--- config.mk ---
export PLATFORM = sky130hd
export DESIGN_NAME = dpll_status_bank
export DESIGN_NICKNAME = d
export VERILOG_FILES = /design/src/rtl/dpll_status_pkg.sv /design/src/rtl/dpll_stat_chan.sv /design/src/rtl/dpll_stat_rd.sv /design/src/rtl/dpll_status_bank.sv
export SDC_FILE = /design/constraint.sdc
export NUM_CORES = 1
export LEC_CHECK = 0
export ABC_AREA = 1
export BUFFER_PORTS_ARGS = -buffer_cell sky130_fd_sc_hd__buf_2
export CORE_AREA = 10 10 69 71
export CTS_BUF_LIST = sky130_fd_sc_hd__clkbuf_4 sky130_fd_sc_hd__clkbuf_8 sky130_fd_sc_hd__clkbuf_16
export CTS_CLUSTER_DIAMETER = 100
export DETAILED_ROUTE_END_ITERATION = 16
export DIE_AREA = 0 0 79 81
export PLACE_DENSITY = 0.78
export SLEW_MARGIN = 20
export SYNTH_ARGS = -nofsm -noshare
export SYNTH_HDL_FRONTEND = slang
export SYNTH_SLANG_ARGS = --single-unit
--- constraint.sdc ---
create_clock -name clk -period 1.24 [get_ports clk]
set_clock_uncertainty 0.2 [all_clocks]
set_input_delay 0.31 -clock clk [delete_from_list [all_inputs] [get_ports clk]]
set_output_delay 0.31 -clock clk [all_outputs]
set_load 0.05 [all_outputs]
--- src/rtl/dpll_status_pkg.sv ---
package dpll_status_pkg;
  localparam int STATE_W = 4;
  localparam int BYTE_W  = 8;

  typedef enum logic [STATE_W-1:0] {
    ST_FREERUN = 4'd0,
    ST_ACQUIRE = 4'd1,
    ST_RECOVER = 4'd2,
    ST_LOCKED  = 4'd3,
    ST_HOLD    = 4'd4,
    ST_OPEN    = 4'd5
  } loop_state_e;

  // True when a step from prev to cur enters or leaves target.
  function automatic logic crosses(input logic [STATE_W-1:0] prev,
                                   input logic [STATE_W-1:0] cur,
                                   input logic [STATE_W-1:0] target);
    return (prev != cur) && ((prev == target) || (cur == target));
  endfunction

  // Status byte layout: {2'b00, hold flag, lock flag, state code}.
  function automatic logic [BYTE_W-1:0] pack_status(input logic hold,
                                                    input logic lock,
                                                    input logic [STATE_W-1:0] st);
    return {2'b00, hold, lock, st};
  endfunction
endpackage

--- src/rtl/dpll_stat_chan.sv ---
module dpll_stat_chan
  import dpll_status_pkg::*;
(
  input  logic                 clk,
  input  logic                 rst_n,
  input  logic [STATE_W-1:0]   state_i,
  input  logic                 clr_i,
  output logic [BYTE_W-1:0]    status_o,
  output logic                 lock_ev_o,
  output logic                 hold_ev_o,
  output logic                 lock_o,
  output logic                 hold_o
);
  logic [STATE_W-1:0] state_q;
  logic               lock_q;
  logic               hold_q;

  assign lock_ev_o = crosses(state_q, state_i, ST_LOCKED);
  assign hold_ev_o = crosses(state_q, state_i, ST_HOLD);

  always_ff @(posedge clk or negedge rst_n) begin
    if (!rst_n) begin
      state_q <= '0;
      lock_q  <= 1'b0;
      hold_q  <= 1'b0;
    end else begin
      state_q <= state_i;
      // a fresh event outranks the clear
      lock_q  <= lock_ev_o | (lock_q & ~clr_i);
      hold_q  <= hold_ev_o | (hold_q & ~clr_i);
    end
  end

  assign lock_o   = lock_q;
  assign hold_o   = hold_q;
  assign status_o = pack_status(hold_q, lock_q, state_q);
endmodule

--- src/rtl/dpll_stat_rd.sv ---
module dpll_stat_rd
  import dpll_status_pkg::*;
#(
  parameter int                 N_CH      = 4,
  parameter int                 ADDR_W    = 8,
  parameter logic [ADDR_W-1:0]  BASE_ADDR = 'h1B
) (
  input  logic                     clk,
  input  logic                     rst_n,
  input  logic [N_CH*BYTE_W-1:0]   status_i,
  input  logic                     rd_i,
  input  logic                     wr_i,
  input  logic [ADDR_W-1:0]        addr_i,
  output logic [BYTE_W-1:0]        rdata_o,
  output logic                     hit_o
);
  logic [ADDR_W-1:0] offset;
  logic [BYTE_W-1:0] sel;
  logic              load;

  assign offset = addr_i - BASE_ADDR;
  assign load   = rd_i & ~wr_i;

  always_comb begin
    hit_o = 1'b0;
    sel   = '0;
    for (int i = 0; i < N_CH; i++) begin
      if (offset == ADDR_W'(i)) begin
        hit_o = 1'b1;
        sel   = status_i[i*BYTE_W +: BYTE_W];
      end
    end
  end

  always_ff @(posedge clk or negedge rst_n) begin
    if (!rst_n)    rdata_o <= '0;
    else if (load) rdata_o <= hit_o ? sel : '0;
  end
endmodule

--- src/rtl/dpll_status_bank.sv ---
module dpll_status_bank
  import dpll_status_pkg::*;
#(
  parameter int                 N_CH      = 4,
  parameter int                 ADDR_W    = 8,
  parameter logic [ADDR_W-1:0]  BASE_ADDR = 'h1B
) (
  input  logic                      clk,
  input  logic                      rst_n,
  input  logic [N_CH*STATE_W-1:0]   loop_state_i,
  input  logic [N_CH-1:0]           sticky_clr_i,
  input  logic                      bus_rd_i,
  input  logic                      bus_wr_i,
  input  logic [ADDR_W-1:0]         bus_addr_i,
  output logic [BYTE_W-1:0]         bus_rdata_o
);
  localparam int STATUS_W = N_CH * BYTE_W;

  logic [STATUS_W-1:0] status_bus;
  logic [N_CH-1:0]     lock_ev;
  logic [N_CH-1:0]     hold_ev;
  logic [N_CH-1:0]     lock_flag;
  logic [N_CH-1:0]     hold_flag;
  logic                addr_hit;

  for (genvar c = 0; c < N_CH; c++) begin : g_chan
    dpll_stat_chan u_chan (
      .clk       (clk),
      .rst_n     (rst_n),
      .state_i   (loop_state_i[c*STATE_W +: STATE_W]),
      .clr_i     (sticky_clr_i[c]),
      .status_o  (status_bus[c*BYTE_W +: BYTE_W]),
      .lock_ev_o (lock_ev[c]),
      .hold_ev_o (hold_ev[c]),
      .lock_o    (lock_flag[c]),
      .hold_o    (hold_flag[c])
    );
  end

  dpll_stat_rd #(
    .N_CH      (N_CH),
    .ADDR_W    (ADDR_W),
    .BASE_ADDR (BASE_ADDR)
  ) u_rd (
    .clk      (clk),
    .rst_n    (rst_n),
    .status_i (status_bus),
    .rd_i     (bus_rd_i),
    .wr_i     (bus_wr_i),
    .addr_i   (bus_addr_i),
    .rdata_o  (bus_rdata_o),
    .hit_o    (addr_hit)
  );
endmodule

==> parameters.txt <==
Parameter                              Value

Run status
  Result of the run ... finished with violations
  Violated checks ... negative setup slack

Drt
  Drt drc ... 0
  Pre-antenna DRT Iters ... 6
  Routed length per instance ... 12.1 um
  Total wirelength of the detailed-routed design ... roughly 4300 um
  Routed vias/inst ... around 4.9
  Violation count after the first detailed-route iteration ... 76
  Final ANT Viol Nets ... 0
  Via total after detailed routing ... around 1800

Setup path
  Peak fanout along the critical path ... 2
  Kind of capture point of the worst setup path ... output pin
  Highest-delay cell along the critical path ... sky130_fd_sc_hd__dfrtp_1
  Number of buffers and inverters on the critical path ... 1
  Worst flop-to-flop path startpoint ... g_chan[2].u_chan.state_q[1]$_DFF_PN0_
  Kind of critical path ... flop to output pin
  Critical path arrival ... roughly 900 ps
  Launching element type of the critical path ... flop
  Family of cells with the greatest summed delay on the critical path ... flip-flops
  Launching instance or port of the critical path ... u_rd.rdata_o[1]$_DFFE_PN0P_
  Cell-by-cell listing of the critical path ... buf_6
  Required time reported for the critical path endpoint ... ~730 ps
  Largest stage delay, worst path ... ~400 ps

Pwr
  Combinational share of power ... 21.1%
  Sequential share of power ... roughly 52%
  PwrDens ... approximately 800 mW/mm2
  Max VDD drop ... between 0.0007 and 0.0008 V
  Leakage power ... about 1.3 nW
  Overall power ... 2.08 mW
  Internal power component ... around 1.5 mW
  Switching fraction of total power ... 27.2%
  Switching power of the nets ... approximately 0.57 mW
  Part of the power in the clock network ... 26.9%

Finish
  Commonest cells after routing, fill and taps aside ... sky130_fd_sc_hd__nand2_1, sky130_fd_sc_hd__inv_1, sky130_fd_sc_hd__nor2_1, sky130_fd_sc_hd__buf_2, sky130_fd_sc_hd__dfrtp_1
  Total inserted antenna cells ... 0
  Number of nets at the end of the flow ... ~340
  Fraction of final layout cells sized beyond drive strength 1 ... between 20% and 30%
  Leading cell type in the layout, fill and taps excluded ... sky130_fd_sc_hd__nand2_1
  Area overhead of the layout relative to synthesis ... 48.1%

Floorplan
  Die outline area ... ~0.0064 mm2
  Floorplan die height ... around 81 um
  Core Footprint ... between 0.003 and 0.004 mm2
  Horizontal die dimension ... between 70 and 80 um
  Initial cell density of the core ... 49.7%
  Core Rows ... 22
  Ports ... 40

Yosys
  Cell accounting for the most synthesized area ... sky130_fd_sc_hd__dfrtp_1
  Sequential fraction of the synthesis area ... 42.9%
  Xor/xnor cell area share of the yosys netlist ... 8.00%
  Fraction of the mapped netlist area in adder cells ... 0%
  Cell types with the largest area share after synthesis ... sky130_fd_sc_hd__dfrtp_1, sky130_fd_sc_hd__nand2_1, sky130_fd_sc_hd__xnor2_1
  Share of the synthesized area in compound gates (AO/OA/AOI/OAI) ... under 10%
  Area of the mapped netlist ... ~0.0018 mm2
  Dominant combinational cell family by area after synthesis ... simple AND/OR/NAND/NOR gates
  Synthesized instance count ... ~230
  Number of distinct standard cells referenced by the synthesized netlist ... 25
  Mux share of post-synthesis cell area ... 0%
  Warning count from the yosys run ... 0
  Synth top area share ... roughly 43%
  Seq cells post-synth ... 30
  Mean post-synth cell area ... between 7 and 8 um2
  Post-synthesis share of cell area spent on and, or, nand and nor gates ... between 30% and 40%

Placement
  Total of buffers placed on input and output ports ... 37
  Post-Place Worst Slack ... -438 ps
  GPL Wtd Cong ... 0.777
  Final HPWL DP ... slightly below 3000 um

Clocking
  Root buffer cell ... sky130_fd_sc_hd__clkbuf_4
  Maximum buffer depth of the clock tree ... 2
  Number of CTS-inserted buffers ... 5
  Clock Pin Slew Worst Setup and Hold Paths ... about 90 ps
  Total number of H-tree levels ... 2
  Clock sink count ... 30
  TritonCTS clock tree ... done
  Clock network latency to the later pin of the worst-skew pair ... between 300 and 400 ps

Global routing
  Number of global-route vias before repair ... 1653
  Remaining Overflow, GRT ... 0
  Largest net degree at the start of global routing ... 31
  Number of antenna violations at the first check in global routing ... 0
  Total track usage ... between 10% and 20%
  Wire length of the first global-routing pass ... roughly 7200 um

Timing
  Final worst slack ... -147 ps
  Maximum clock rate ... 721 MHz
  Number of slew-limit violations in the final report ... 0
  Number of endpoints failing setup at the final stage ... 14
  Tcrit/Tclk final ... 112%
  Final Critical Period ... 1390 ps
  Final Hold Viols ... 0
  Setup repair after global routing missed its margin ... yes

Flow run
  Reported max-cap violation count ... 0

Hold path
  Hold WC Path Type ... input port to flop
  Start point of the worst hold path ... loop_state_i[0]
[cell families (layout without fill, tap and decap cells)]
family / Yosys count / in the layout
XOR/XNOR: 16 / 16
other: 1 / 2
flip-flops: 30 / 30
buffers and inverters: 40 / 119
AO/OA/AOI/OAI: 19 / 19
AND/OR/NAND/NOR: 125 / 125
[sequential cells by signal, summed over array words and instances (netlist names)]
| name | cells |
|---|---|
| u_rd.rdata_o | 6 |
| g_chan.u_chan.hold_o | 4 |
| g_chan.u_chan.lock_o | 4 |
| g_chan.u_chan.state_q | 16 |
[per-stage QoR]
step	setup TNS, ps	hold WS, ps	instances	util, %	area, um2
final	-1000	159	359	73.7	2590
after global routing	-2030	187	359	73.7	2590
after CTS	-1030	149	354	70.0	2470
after detailed placement	-2540	71.7	319	58.8	2070
after global placement	-2240	69.8	319	58.8	2070
after floorplan	-1140	-186	232	-	1780
[synth_stat cells]
| master | count |
|---|---|
| sky130_fd_sc_hd__a21oi_1 | 2 |
| sky130_fd_sc_hd__buf_2 | 2 |
| sky130_fd_sc_hd__buf_4 | 2 |
| sky130_fd_sc_hd__buf_6 | 1 |
| sky130_fd_sc_hd__clkbuf_1 | 1 |
| sky130_fd_sc_hd__conb_1 | 1 |
| sky130_fd_sc_hd__dfrtp_1 | 30 |
| sky130_fd_sc_hd__inv_1 | 34 |
| sky130_fd_sc_hd__nand2_1 | 53 |
| sky130_fd_sc_hd__nand2_2 | 1 |
| sky130_fd_sc_hd__nand2_4 | 1 |
| sky130_fd_sc_hd__nand3_1 | 13 |
| sky130_fd_sc_hd__nand3_2 | 1 |
| sky130_fd_sc_hd__nand3b_1 | 3 |
| sky130_fd_sc_hd__nand4_1 | 17 |
| sky130_fd_sc_hd__nor2_1 | 30 |
| sky130_fd_sc_hd__nor2_2 | 2 |
| sky130_fd_sc_hd__nor2_4 | 1 |
| sky130_fd_sc_hd__nor3_1 | 2 |
| sky130_fd_sc_hd__nor4_1 | 1 |
| sky130_fd_sc_hd__o211ai_1 | 1 |
| sky130_fd_sc_hd__o21ai_0 | 10 |
| sky130_fd_sc_hd__o31ai_1 | 3 |
| sky130_fd_sc_hd__o41ai_1 | 3 |
| sky130_fd_sc_hd__xnor2_1 | 16 |
[power by group through the flow]
stage | clock (mW) | combinational (mW) | sequential, mW
2_1_floorplan | 0 | 0.181 | 1.08
6_report | 0.559 | 0.439 | 1.08
3_3_place_gp | 0 | 0.321 | 1.09
5_1_grt | 0.622 | 0.487 | 1.09
3_5_place_dp | 0 | 0.329 | 1.09
4_1_cts | 0.573 | 0.402 | 1.07
[layer usage]
metal / share of wire (%) / routed length (um) / track usage (%) / up-vias
met5: 0 / 0 / 0 / -
met4: 1.3 / 57 / 4.30 / 0
met3: 7.1 / 309 / 5.19 / 6
met2: 49 / 2150 / 22.1 / 48
met1: 42 / 1830 / 16.7 / 797
li1: - / - / - / 901
[path summary, 6_finish.rpt]
path | endpoint | slack, ps | cells after the start
min in group asynchronous | g_chan[1].u_chan.hold_o$_DFF_PN0_ | 280 | 3
worst max register to register | u_rd.rdata_o[1]$_DFFE_PN0P_ | -20 | 7
worst min-delay path | g_chan[0].u_chan.hold_o$_DFF_PN0_ | 160 | 4
max in group asynchronous | g_chan[1].u_chan.state_q[1]$_DFF_PN0_ | 380 | 3
worst min register to register | g_chan[2].u_chan.hold_o$_DFF_PN0_ | 320 | 2
worst max-delay path | bus_rdata_o[1] | -150 | 1
[layout make-up]
cell class / count / area, um2
Multi-Input combinational cell: 162 / 952
Clock buffer: 7 / 52.6
Timing Repair Buffer: 78 / 643
Inverter: 34 / 130
Sequential cell: 30 / 757
Fill cell: 289 / 928
Tap cell: 48 / 60.1
[repair_timing]
item                       in CTS  in global routing
gates resized for setup        25                 26
hold endpoints to repair       54                  0
buffers inserted                7                  5
setup endpoints to repair      13                 19
hold buffers                   21                  0
pin swaps                      11                 28
No activity file was read; power rests on OpenSTA's default activity.
